File: src/rtl/burst_seq_pkg.sv
package burst_seq_pkg;

  typedef enum logic [1:0] {
    MODE_W8   = 2'd0,
    MODE_W16  = 2'd1,
    MODE_W32  = 2'd2,
    MODE_CONT = 2'd3
  } burst_mode_e;

  typedef enum logic [1:0] {
    ST_IDLE,
    ST_LAT,
    ST_DATA,
    ST_STALL
  } seq_state_e;

  localparam int unsigned REGION_BITS  = 6;
  localparam int unsigned CODE_W       = 3;
  localparam int unsigned CYC_W        = 4;
  localparam int unsigned LEN_W        = 6;
  localparam logic [CODE_W-1:0] CODE_DEFAULT = 3'd5;
  localparam logic [CODE_W-1:0] CODE_MAX     = 3'd5;

  function automatic logic code_legal(input logic [CODE_W-1:0] c);
    return c <= CODE_MAX;
  endfunction

  function automatic logic [CYC_W-1:0] code_cycles(input logic [CODE_W-1:0] c);
    return {1'b0, c} + CYC_W'(2);
  endfunction

endpackage

File: src/rtl/burst_lat_cfg.sv
module burst_lat_cfg
  import burst_seq_pkg::*;
(
  input  logic              clk_i,
  input  logic              rst_ni,
  input  logic              we_i,
  input  logic [CODE_W-1:0] code_i,
  output logic [CODE_W-1:0] code_o,
  output logic [CYC_W-1:0]  cycles_o
);

  logic [CODE_W-1:0] code_q;

  always_ff @(posedge clk_i or negedge rst_ni) begin
    if (!rst_ni)                      code_q <= CODE_DEFAULT;
    else if (we_i && code_legal(code_i)) code_q <= code_i;
  end

  assign code_o   = code_q;
  assign cycles_o = code_cycles(code_q);

endmodule

File: src/rtl/burst_addr_gen.sv
module burst_addr_gen
  import burst_seq_pkg::*;
#(
  parameter int unsigned AW = 8
) (
  input  logic          clk_i,
  input  logic          rst_ni,
  input  logic          load_i,
  input  logic [AW-1:0] start_i,
  input  logic [1:0]    mode_i,
  input  logic          step_i,
  output logic [AW-1:0] ptr_o,
  output burst_mode_e   mode_o,
  output logic          done_o,
  output logic          region_entry_o
);

  burst_mode_e      mode_q;
  logic [AW-1:0]    ptr_q;
  logic [LEN_W-1:0] left_q;
  logic [AW-1:0]    win_mask;
  logic [AW-1:0]    ptr_inc;
  logic [AW-1:0]    ptr_nxt;
  logic [LEN_W-1:0] load_len;

  always_comb begin
    unique case (burst_mode_e'(mode_i))
      MODE_W8:  load_len = LEN_W'(8);
      MODE_W16: load_len = LEN_W'(16);
      MODE_W32: load_len = LEN_W'(32);
      default:  load_len = '0;
    endcase
  end

  always_comb begin
    unique case (mode_q)
      MODE_W8:  win_mask = AW'(7);
      MODE_W16: win_mask = AW'(15);
      MODE_W32: win_mask = AW'(31);
      default:  win_mask = '1;
    endcase
  end

  assign ptr_inc = ptr_q + AW'(1);
  assign ptr_nxt = (ptr_q & ~win_mask) | (ptr_inc & win_mask);

  always_ff @(posedge clk_i or negedge rst_ni) begin
    if (!rst_ni) begin
      mode_q <= MODE_W8;
      ptr_q  <= '0;
      left_q <= '0;
    end else if (load_i) begin
      mode_q <= burst_mode_e'(mode_i);
      ptr_q  <= start_i;
      left_q <= load_len;
    end else if (step_i) begin
      ptr_q <= ptr_nxt;
      if (mode_q != MODE_CONT) left_q <= left_q - LEN_W'(1);
    end
  end

  assign ptr_o          = ptr_q;
  assign mode_o         = mode_q;
  assign done_o         = (mode_q != MODE_CONT) && (left_q == '0);
  assign region_entry_o = (mode_q == MODE_CONT) && (ptr_q[REGION_BITS-1:0] == '0);

endmodule

File: src/rtl/burst_word_rom.sv
module burst_word_rom #(
  parameter int unsigned AW = 8,
  parameter int unsigned DW = 16
) (
  input  logic [AW-1:0] addr_i,
  output logic [DW-1:0] data_o
);

  localparam int unsigned DEPTH = 1 << AW;

  function automatic logic [DW-1:0] word_of(input int unsigned a);
    logic [31:0] p;
    p = (a * 32'd40503) ^ 32'h0000_C3A5;
    return DW'(p);
  endfunction

  logic [DW-1:0] rom [DEPTH];

  for (genvar g = 0; g < DEPTH; g++) begin : g_word
    assign rom[g] = word_of(g);
  end

  assign data_o = rom[addr_i];

endmodule

File: src/rtl/burst_read_seq.sv
module burst_read_seq
  import burst_seq_pkg::*;
#(
  parameter int unsigned AW = 8,
  parameter int unsigned DW = 16
) (
  input  logic          clk_i,
  input  logic          rst_ni,
  input  logic          cfg_we_i,
  input  logic [2:0]    cfg_code_i,
  input  logic          adv_ni,
  input  logic [AW-1:0] addr_i,
  input  logic [1:0]    mode_i,
  output logic [DW-1:0] data_o,
  output logic          valid_o,
  output logic          ready_o
);

  localparam int unsigned CNT_W = CYC_W - 1;

  logic [CODE_W-1:0] lat_code;
  logic [CYC_W-1:0]  lat_cycles;
  logic [AW-1:0]     ptr;
  logic [DW-1:0]     rom_word;
  burst_mode_e       burst_mode;
  logic              burst_done;
  logic              region_entry;
  logic              load;
  logic              step;

  seq_state_e        state_q;
  logic [CNT_W-1:0]  cnt_q;
  logic [DW-1:0]     data_q;
  logic              valid_q;
  logic              ready_q;

  assign load = !adv_ni;

  burst_lat_cfg u_cfg (
    .clk_i    (clk_i),
    .rst_ni   (rst_ni),
    .we_i     (cfg_we_i),
    .code_i   (cfg_code_i),
    .code_o   (lat_code),
    .cycles_o (lat_cycles)
  );

  burst_addr_gen #(.AW(AW)) u_agen (
    .clk_i          (clk_i),
    .rst_ni         (rst_ni),
    .load_i         (load),
    .start_i        (addr_i),
    .mode_i         (mode_i),
    .step_i         (step),
    .ptr_o          (ptr),
    .mode_o         (burst_mode),
    .done_o         (burst_done),
    .region_entry_o (region_entry)
  );

  burst_word_rom #(.AW(AW), .DW(DW)) u_rom (
    .addr_i (ptr),
    .data_o (rom_word)
  );

  // a word leaves the array on this edge
  always_comb begin
    unique case (state_q)
      ST_LAT:   step = (cnt_q == CNT_W'(1));
      ST_DATA:  step = !burst_done && !region_entry;
      ST_STALL: step = 1'b1;
      default:  step = 1'b0;
    endcase
  end

  always_ff @(posedge clk_i or negedge rst_ni) begin
    if (!rst_ni) begin
      state_q <= ST_IDLE;
      cnt_q   <= '0;
      data_q  <= '0;
      valid_q <= 1'b0;
      ready_q <= 1'b0;
    end else if (load) begin
      state_q <= ST_LAT;
      cnt_q   <= CNT_W'(lat_cycles - CYC_W'(1));
      valid_q <= 1'b0;
      ready_q <= 1'b0;
    end else if (step) begin
      state_q <= ST_DATA;
      data_q  <= rom_word;
      valid_q <= 1'b1;
      ready_q <= 1'b1;
    end else begin
      unique case (state_q)
        ST_LAT: begin
          cnt_q <= cnt_q - CNT_W'(1);
          if (cnt_q == CNT_W'(2)) ready_q <= 1'b1;
        end
        ST_DATA: begin
          state_q <= burst_done ? ST_IDLE : ST_STALL;
          valid_q <= 1'b0;
          ready_q <= 1'b0;
        end
        default: begin
          valid_q <= 1'b0;
          ready_q <= 1'b0;
        end
      endcase
    end
  end

  assign data_o  = data_q;
  assign valid_o = valid_q;
  assign ready_o = ready_q;

endmodule

File: config.mk
export PLATFORM = sky130hd
export DESIGN_NAME = burst_read_seq
export DESIGN_NICKNAME = d
export VERILOG_FILES = /design/src/rtl/burst_seq_pkg.sv /design/src/rtl/burst_lat_cfg.sv /design/src/rtl/burst_addr_gen.sv /design/src/rtl/burst_word_rom.sv /design/src/rtl/burst_read_seq.sv
export SDC_FILE = /design/constraint.sdc
export NUM_CORES = 1
export LEC_CHECK = 0
export CAP_MARGIN = 20
export CORE_AREA = 4 4 99 124
export CTS_BUF_LIST = sky130_fd_sc_hd__clkbuf_4 sky130_fd_sc_hd__clkbuf_8 sky130_fd_sc_hd__clkbuf_16
export DETAILED_ROUTE_END_ITERATION = 6
export DIE_AREA = 0 0 103 128
export DONT_BUFFER_PORTS = 1
export PLACE_DENSITY_LB_ADDON = 0.25
export SETUP_SLACK_MARGIN = 0.1
export SLEW_MARGIN = 20
export SYNTH_ARGS = -nofsm -noshare
export SYNTH_HDL_FRONTEND = slang
export SYNTH_SLANG_ARGS = --single-unit
export TNS_END_PERCENT = 1
File: constraint.sdc
create_clock -name clk_i -period 6.15 [get_ports clk_i]
set_input_delay 1.23 -clock clk_i [delete_from_list [all_inputs] [get_ports clk_i]]
set_output_delay 1.23 -clock clk_i [all_outputs]
set_load 0.01 [all_outputs]
Word level (Yosys, flattened, before mapping)
Memories as Yosys holds them, arrays and structs flattened. A register that Yosys moved wholly into a read port is not among the register bits.
Index checks and enable logic that the tools add are counted.
Storage, ports and cells
  flip-flop bits (word level): 26
  ROM bits: 4096
  bits of input ports: 17
  output and inout bits: 18
  logic and storage cells: 74
  memories kept: 1
Cells by class
  $add $sub $neg: 5
  $lt $le $gt $ge: 1
  equal/unequal tests: 18
  mux-type cells: 22
  bitwise gates (word level): 5
  reduce and logical (&&, ||, !) cells: 14
Memories
  (no name shown): words 256, bits a word 16, rd ports 1, clocked after memory_dff 1, write ports 0, line burst_word_rom.sv:23  | assign data_o = rom[addr_i];
Operators by type and width (number)
  $pmux W8 S3: 1
  $mux W6: 3
  $pmux W6 S3: 1
  $and A8 B8 Y8: 2
  $mux W8: 2
  $logic_not A6 Y1: 2
  $eq A2 B2 Y1 const B: 5
  $mux W3: 3
  $not A8 Y9: 1
  $add A8 B1 Y8 const B: 1
  $mux W2: 4
  $not A8 Y8: 1
  $or A8 B8 Y8: 1
  $mux W1: 7
  $eq A2 B1 Y1 const B: 3
  $ne A2 B1 Y1 const B: 3
  $reduce_and A2 Y1: 3
  $sub A3 B1 Y3 const B: 2
  $sub A6 B1 Y6 const B: 1
  $logic_and A1 B1 Y1: 4
  $logic_not A2 Y1: 2
  $ne A2 B2 Y1 const B: 2
  $ne A4 B4 Y1 const B: 1
  $add A3 B2 Y3 const B: 1
  other kinds (7): 9

Logic depth before layout (Yosys ltp)
Gate-level depths: netlist (run 1).
  word-level depth: 7
  depth in mapped cells: 13
  gate-level depth less buffers: 9

Modules after synthesis
From an unflattened synthesis (run 1), not the netlist that was laid out.
Second synthesis, totals
  cells, all modules: 745
  area, all modules: 5531.6 sq um
By module, submodules not included
  burst_word_rom: instances 1, cells an instance 541, area an instance 3313.2 sq um, seq. area each 0.0 sq um
  burst_read_seq: instances 1, cells an instance 92, area an instance 1137.3 sq um, seq. area each 575.6 sq um
  burst_addr_gen: instances 1, cells an instance 99, area an instance 924.6 sq um, seq. area each 400.4 sq um
  burst_lat_cfg: instances 1, cells an instance 13, area an instance 156.4 sq um, seq. area each 77.6 sq um

Worst setup path before layout (run 1)
Ideal clock, no wire load.
  path kind: reg-to-reg
  from: reg u_agen.ptr_q[1], in the netlist u_agen.ptr_o[1]
  to: reg data_q[13], in the netlist data_o[13]
  library setup time: 0.126 ns
  arrival: 2.613 ns
  data required time: 6.024 ns
  path slack: 3.411 ns
  cell stages (with the launch flop): 12
  buffers on the path: 3
  period minus slack after synthesis: 2.739 ns
  cell sequence: dfrtp_1 -> buf_2 -> buf_2 -> inv_1 -> ha_1 -> buf_2 -> nand2b_1 -> a21boi_1 -> o21ai_0 -> a2111oi_0 -> a311oi_1 -> o32a_1
On the way
  cells in the longest elaborated chain, start to end: 6
  elaborated cells between the ends (all ways): 7
  those cells by class: 1 x mux; 1 x bitwise; 5 x reduce/logical
Ends and longest elaborated chain
  from (decl): line burst_addr_gen.sv:19  | logic [AW-1:0] ptr_q;
  from (signal assigned): line burst_addr_gen.sv:54  | ptr_q <= start_i;
  from (signal assigned): line burst_addr_gen.sv:57  | ptr_q <= ptr_nxt;
  $logic_not A6 Y1: line burst_addr_gen.sv:65  | assign region_entry_o = (mode_q == MODE_CONT) && (ptr_q[REGION_BITS-1:0] == '0);
  $logic_and A1 B1 Y1: line burst_addr_gen.sv:65
  $logic_not A1 Y1: line burst_read_seq.sv:70  | ST_DATA: step = !burst_done && !region_entry;
  $logic_and A1 B1 Y1: line burst_read_seq.sv:70
  $pmux W1 S3: line burst_read_seq.sv:68  | unique case (state_q)
  $reduce_and A2 Y1 (no line)
  to (decl): line burst_read_seq.sv:33  | logic [DW-1:0] data_q;
Several ways; a longest one is shown, not always the timed one.
A chain may end at the register's enable or synchronous reset.

Worst setup path after layout (run 1)
  from: reg u_agen.ptr_q[0], in the netlist u_agen.ptr_o[0]
  to: reg data_q[7], in the netlist data_o[7]
Same word-level chain as after synthesis.

==> flow_metrics.env, run 1 <==
export IMPL_status="finished, final reports clean"
export IMPL_crit_type="flip-flop to flip-flop"
export IMPL_diodes=0
export IMPL_firstDrtPassIters=6
export IMPL_numClockSinks=42
export IMPL_regArea_mm2=0.00106
export IMPL_hpwl_mm=13.0
export IMPL_ys_seq_area_frac=0.193
export IMPL_route_detailed_drc=0
export IMPL_synth_fp_nets=768
export IMPL_overflow=0
export IMPL_grt_usage=0.300
export IMPL_io_pins=35
export IMPL_pwr_density_cell_mw_per_mm2=483
export IMPL_synth_top_flop_cell="dfrtp_1"
export IMPL_ys_warn_count=0
export IMPL_ys_top_cells_by_area="dfrtp_1 (18%), a21oi_1 (5.8%), o21ai_0 (4.5%)"
export IMPL_avgSynthCellArea_um2=7.43
export IMPL_numCtsBuffers=5
export IMPL_final_antenna_net_count=0
export IMPL_wirelength_mm=19.7
export IMPL_hold_viol_final=0
export IMPL_synth_top_area_share=0.184
export IMPL_synth_common_cells="a21oi_1 (63), nand2_1 (63), nor2_1 (59)"
export IMPL_worstPathMaxFanout=31
export IMPL_p_leak_nw=2.05
export IMPL_clock_latency_ns=0.30
export IMPL_max_slew_margin=0.265
export IMPL_fin_crit_sh=0.682
export IMPL_cts_hold_buf=0
export IMPL_grt_max_degree=66
export IMPL_die_w_um=103
export IMPL_start_kind="flip-flop"
export IMPL_die_area_mm2=0.0132
export IMPL_numPortBuffers=0
export IMPL_cts_root_buffer="clkbuf_16"
export IMPL_ys_ff_latch=42
export IMPL_nFillCells=1149
export IMPL_utilization=0.487
export IMPL_syn_inst=733
export IMPL_area_delta_synth_final_pct=-0.827
export IMPL_synth_edf_count=0
export IMPL_antenna_found_initial=0
export IMPL_yosysTopAreaCell="dfrtp_1"
export IMPL_die_y_um=128
export IMPL_vdd_drop_max_mv=0.258
export IMPL_fmax_mhz=238
export IMPL_post_cts_resized=0
export IMPL_wl_per_cell_um=24.5
export IMPL_vias=5792
export IMPL_drtIter0Drc=849
export IMPL_period_minus_slack_ns=4.20
export IMPL_drive_above_1_share=0.0688
export IMPL_fin_nets=703
export IMPL_viasPerCell=7.20
export IMPL_finClkSkew_ns=0.0112
export IMPL_drv_slew=0
export IMPL_grt_pass1_wl_mm=30.8
export IMPL_setup_violations=0
export IMPL_synth_area_mm2=0.00545
export IMPL_drv_cap=0
export IMPL_cts_buffer_depth=2
export IMPL_hold_class="flip-flop to flip-flop"
export IMPL_core_mm2=0.0111
export IMPL_initial_core_util=0.492
export IMPL_htreeDepth=2
export IMPL_cts_setup_buffers=0
export IMPL_arrival_ns=4.38
export IMPL_cp_data_required_time_ns=6.33
export IMPL_fin_setup_tns_ns=0
export IMPL_routabilityCongestion=1.01
export IMPL_grt_pass1_vias=5561
export IMPL_cts_tree="built"
export IMPL_multi_input_area_mm2=0.00384
export IMPL_synth_lib_cells_used_distinct=79
export IMPL_r2r_slack_ns=1.95
export IMPL_rsz0062_at_grt="false"
export IMPL_clk_pin_slew_worst_paths_ns=0.08
export IMPL_synthArstFlopShare=1.00
export IMPL_endpoint_kind="flip-flop"
export IMPL_row_count=43
export IMPL_tightest_slew_ns=1.10
-- through the flow --
step           instance area (um2)  std cells  setup slack (ns)  hold slack, ns  total power, mW
2_1_floorplan                 5450        733              3.41           0.470             1.83
3_3_place_gp                  5210        796              2.27           0.502             2.16
3_5_place_dp                  5210        796              2.16           0.506             2.18
4_1_cts                       5400        804              2.14           0.519             2.55
5_1_grt                       5400        804              1.74           0.545             2.77
6_report                      5400        804              1.95           0.513             2.61
-- cells by family after synthesis --
kind of cell,share of synthesized area
flops,0.193
simple gates,0.238
fa+ha+maj,0.0413
buf+inv,0.101
mux,0.0627
compound gates,0.331
xor+xnor,0.0322
-- cell type report --
| class | count | share of cell area |
|---|---|---|
| Clock buffer | 5 | 0.0232 |
| Clock inverter | 3 | 0.0127 |
| Inverter | 19 | 0.0134 |
| Multi-Input combinational cell | 593 | 0.711 |
| Sequential cell | 42 | 0.196 |
| Tap cell | 135 | 0.0313 |
| Timing Repair Buffer | 7 | 0.0120 |
-- worst max-delay path, cell delays in order, from the launching register on --
cell	delay [ns]
dfrtp_1	1.08
inv_2	0.34
ha_1	0.55
nor2b_1	0.26
and4_1	0.28
o21ai_2	0.48
nand2_1	0.57
a221oi_1	0.42
a21oi_1	0.12
-- power breakdown --
part           leakage [nW]  switching [mW]  internal [mW]
clock network        0.0940           0.129          0.234
logic                  1.46            1.04          0.620
registers             0.496           0.209          0.378
total                  2.05            1.37           1.23
-- worst paths after layout --
kind	from	end	depth (start not counted)
setup reg to reg	u_agen.ptr_o[0]	data_o[7]	8
min in group asynchronous	rst_ni	data_o[8]	0
hold reg to reg	u_cfg.code_o[2]	u_cfg.code_o[2]	2
hold / removal	u_cfg.code_o[2]	u_cfg.code_o[2]	2
setup / recovery	u_agen.ptr_o[0]	data_o[7]	8
max in group asynchronous	rst_ni	u_cfg.code_o[2]	0
-- per-layer routing --
layer | global-route usage | routed length, um | share of wire | vias to the layer above
li1 | - | - | - | 2584
met1 | 0.395 | 7700 | 0.39 | 2696
met2 | 0.449 | 8690 | 0.44 | 424
met3 | 0.0664 | 2100 | 0.11 | 88
met4 | 0.165 | 1240 | 0.063 | 0
met5 | 0 | 0 | 0 | -
-- placed cells by master (no fill, tap or decap), types with 15 or more instances in the layout --
cell	Yosys	final
a31oi_1	17	17
nor2_1	59	59
dfrtp_1	40	36
o21ai_0	49	49
a21oi_1	63	63
mux2i_1	15	15
ha_1	18	18
nand2_1	63	63
nand3_1	24	24
inv_1	16	16
xnor2_1	15	15
nand2b_1	33	33
nor2b_1	25	25
Power figures use the tool's default switching activity.
==> run 2: changes to the inputs <==
- clock period: 6.15 -> 3.5 ns (I/O delays scaled with it)
==> run 2 against run 1 <==
  * The run now ends with design-rule violations left
  * Clock skew about the same
  * Cell area increased by 1.9%
  * Cell count is 2.1% higher
  * Count of clock-buffer cells in the layout is the same
  * Hold slack got worse by 0.43 ns
  * Die area unchanged
  * Sequential power grew 57%
  * Global-route usage about the same
  * Core utilization rose by 0.94 points
  * Worst setup slack got worse by 1.2 ns
==> flow_metrics.env, run 2 (same netlist as run 1, synthesis figures left out) <==
export IMPL_dp_cells=813
export IMPL_crit_type="flip-flop to flip-flop"
export IMPL_drv_slew=0
export IMPL_numCtsBuffers=5
export IMPL_cp_data_required_time_ns=3.69
export IMPL_violations="design-rule violations"
export IMPL_p_leak_nw=2.12
export IMPL_rsz0062_at_grt="false"
export IMPL_die_y_um=128
export IMPL_nFillCells=1119
export IMPL_instances_no_fill=821
export IMPL_setup_violations=0
export IMPL_grt_max_degree=60
export IMPL_start_kind="flip-flop"
export IMPL_period_minus_slack_ns=2.79
export IMPL_worstPathMaxFanout=26
export IMPL_arrival_ns=2.98
export IMPL_post_cts_resized=0
export IMPL_fin_crit_sh=0.797
export IMPL_routabilityCongestion=1.01
export IMPL_status="complete, but fails checks"
export IMPL_regArea_mm2=0.00106
export IMPL_viasPerCell=7.25
export IMPL_drv_cap=0
export IMPL_multi_input_area_mm2=0.00384
export IMPL_core_mm2=0.0111
export IMPL_cts_tree="built"
export IMPL_endpoint_kind="flip-flop"
export IMPL_initial_core_util=0.492
export IMPL_overflow=0
export IMPL_antenna_found_initial=0
export IMPL_io_pins=35
export IMPL_worst_slack_ns=0.711
export IMPL_cts_buffer_depth=2
export IMPL_route_detailed_drc=1
export IMPL_p_seq_frac=0.203
export IMPL_p_clk_frac=0.126
export IMPL_grt_pass1_wl_mm=31.0
export IMPL_hpwl_mm=13.3
export IMPL_dp_slack_ns=0.781
export IMPL_intPower_mw=2.14
export IMPL_drtIter0Drc=979
export IMPL_tightest_slew_ns=0.902
export IMPL_grt_pass1_vias=5703
export IMPL_cts_hold_buf=0
export IMPL_wirelength_mm=19.6
export IMPL_row_count=43
export IMPL_die_w_um=103
export IMPL_vias=5952
export IMPL_pwr_density_cell_mw_per_mm2=824
export IMPL_p_sw_frac=0.528
export IMPL_final_antenna_net_count=0
export IMPL_diodes=0
export IMPL_switching_power_mw=2.40
export IMPL_vdd_drop_max_mv=0.554
export IMPL_fin_setup_tns_ns=0
export IMPL_hold_viol_final=0
export IMPL_pwr_share_comb=0.672
export IMPL_drive_above_1_share=0.0918
export IMPL_clock_latency_ns=0.31
export IMPL_firstDrtPassIters=7
export IMPL_cts_root_buffer="clkbuf_16"
export IMPL_htreeDepth=2
export IMPL_finClkSkew_ns=0.0111
export IMPL_clk_pin_slew_worst_paths_ns=0.08
export IMPL_numPortBuffers=0
export IMPL_wl_per_cell_um=23.9
export IMPL_layout_common_cells="a21oi_1 (63), nand2_1 (63), nor2_1 (59)"
export IMPL_hold_class="primary input to asynchronous set/reset pin"
export IMPL_area_delta_synth_final_pct=1.08
export IMPL_grt_usage=0.299
export IMPL_numClockSinks=42
export IMPL_cts_setup_buffers=0
export IMPL_fin_nets=720
export IMPL_max_slew_margin=0.398
export IMPL_die_area_mm2=0.0132
export IMPL_fmax_mhz=359
run 2: cell type report:
class                   instances  share of cell area
multi-input cells             593               0.698
repair buffers                 24              0.0350
clock buffers                   5              0.0227
well taps                     135              0.0307
inverters                      19              0.0132
clock inverters                 3             0.00818
flip-flops and latches         42               0.192
run 2: path summary, 6_finish.rpt:
kind,startpoint,end,slack (ns),depth (start not counted)
max,u_agen.ptr_o[1],data_o[7],0.71,9
min reg2reg,u_cfg.code_o[1],u_cfg.code_o[1],0.51,2
max reg2reg,u_agen.ptr_o[1],data_o[7],0.71,9
min in group clk_i,adv_ni,u_agen.ptr_o[2],0.47,1
min,rst_ni,data_o[11],0.08,0
max in group asynchronous,rst_ni,u_cfg.code_o[2],3.21,0
run 2: stage by stage:
step / hold slack (ns) / util / instance area, um2 / power, mW
after floorplan: 0.404 / - / 5450 / 3.22
after global placement: 0.405 / 0.481 / 5340 / 3.82
after detailed placement: 0.405 / 0.481 / 5340 / 3.86
after CTS: 0.0795 / 0.497 / 5510 / 4.45
after global routing: 0.0726 / 0.497 / 5510 / 4.85
final: 0.0793 / 0.497 / 5510 / 4.54
run 2: worst max-delay path, stage by stage (launching register included):
cell and delay, ns:
dfrtp_1 0.38, inv_1 0.22, ha_1 0.30, buf_4 0.23, nor2b_1 0.59, o21a_1 0.26
nor3_1 0.06, or4_1 0.47, nand4_1 0.09, a21oi_1 0.06
run 2: power by group through the flow:
| stage | registers [mW] | logic (mW) | clock network [mW] |
|---|---|---|---|
| floorplan | 0.830 | 2.39 | 0 |
| global route | 0.948 | 3.30 | 0.600 |
| detailed placement | 0.931 | 2.93 | 0 |
| finish | 0.919 | 3.05 | 0.570 |
| CTS | 0.923 | 2.95 | 0.574 |
| global placement | 0.923 | 2.90 | 0 |
run 2: routing by layer:
layer	up-vias	share of wire	GRT usage
met5	-	0	0
met4	0	0.060	0.161
met3	105	0.12	0.0615
met2	483	0.46	0.457
met1	2746	0.36	0.392
li1	2618	-	-
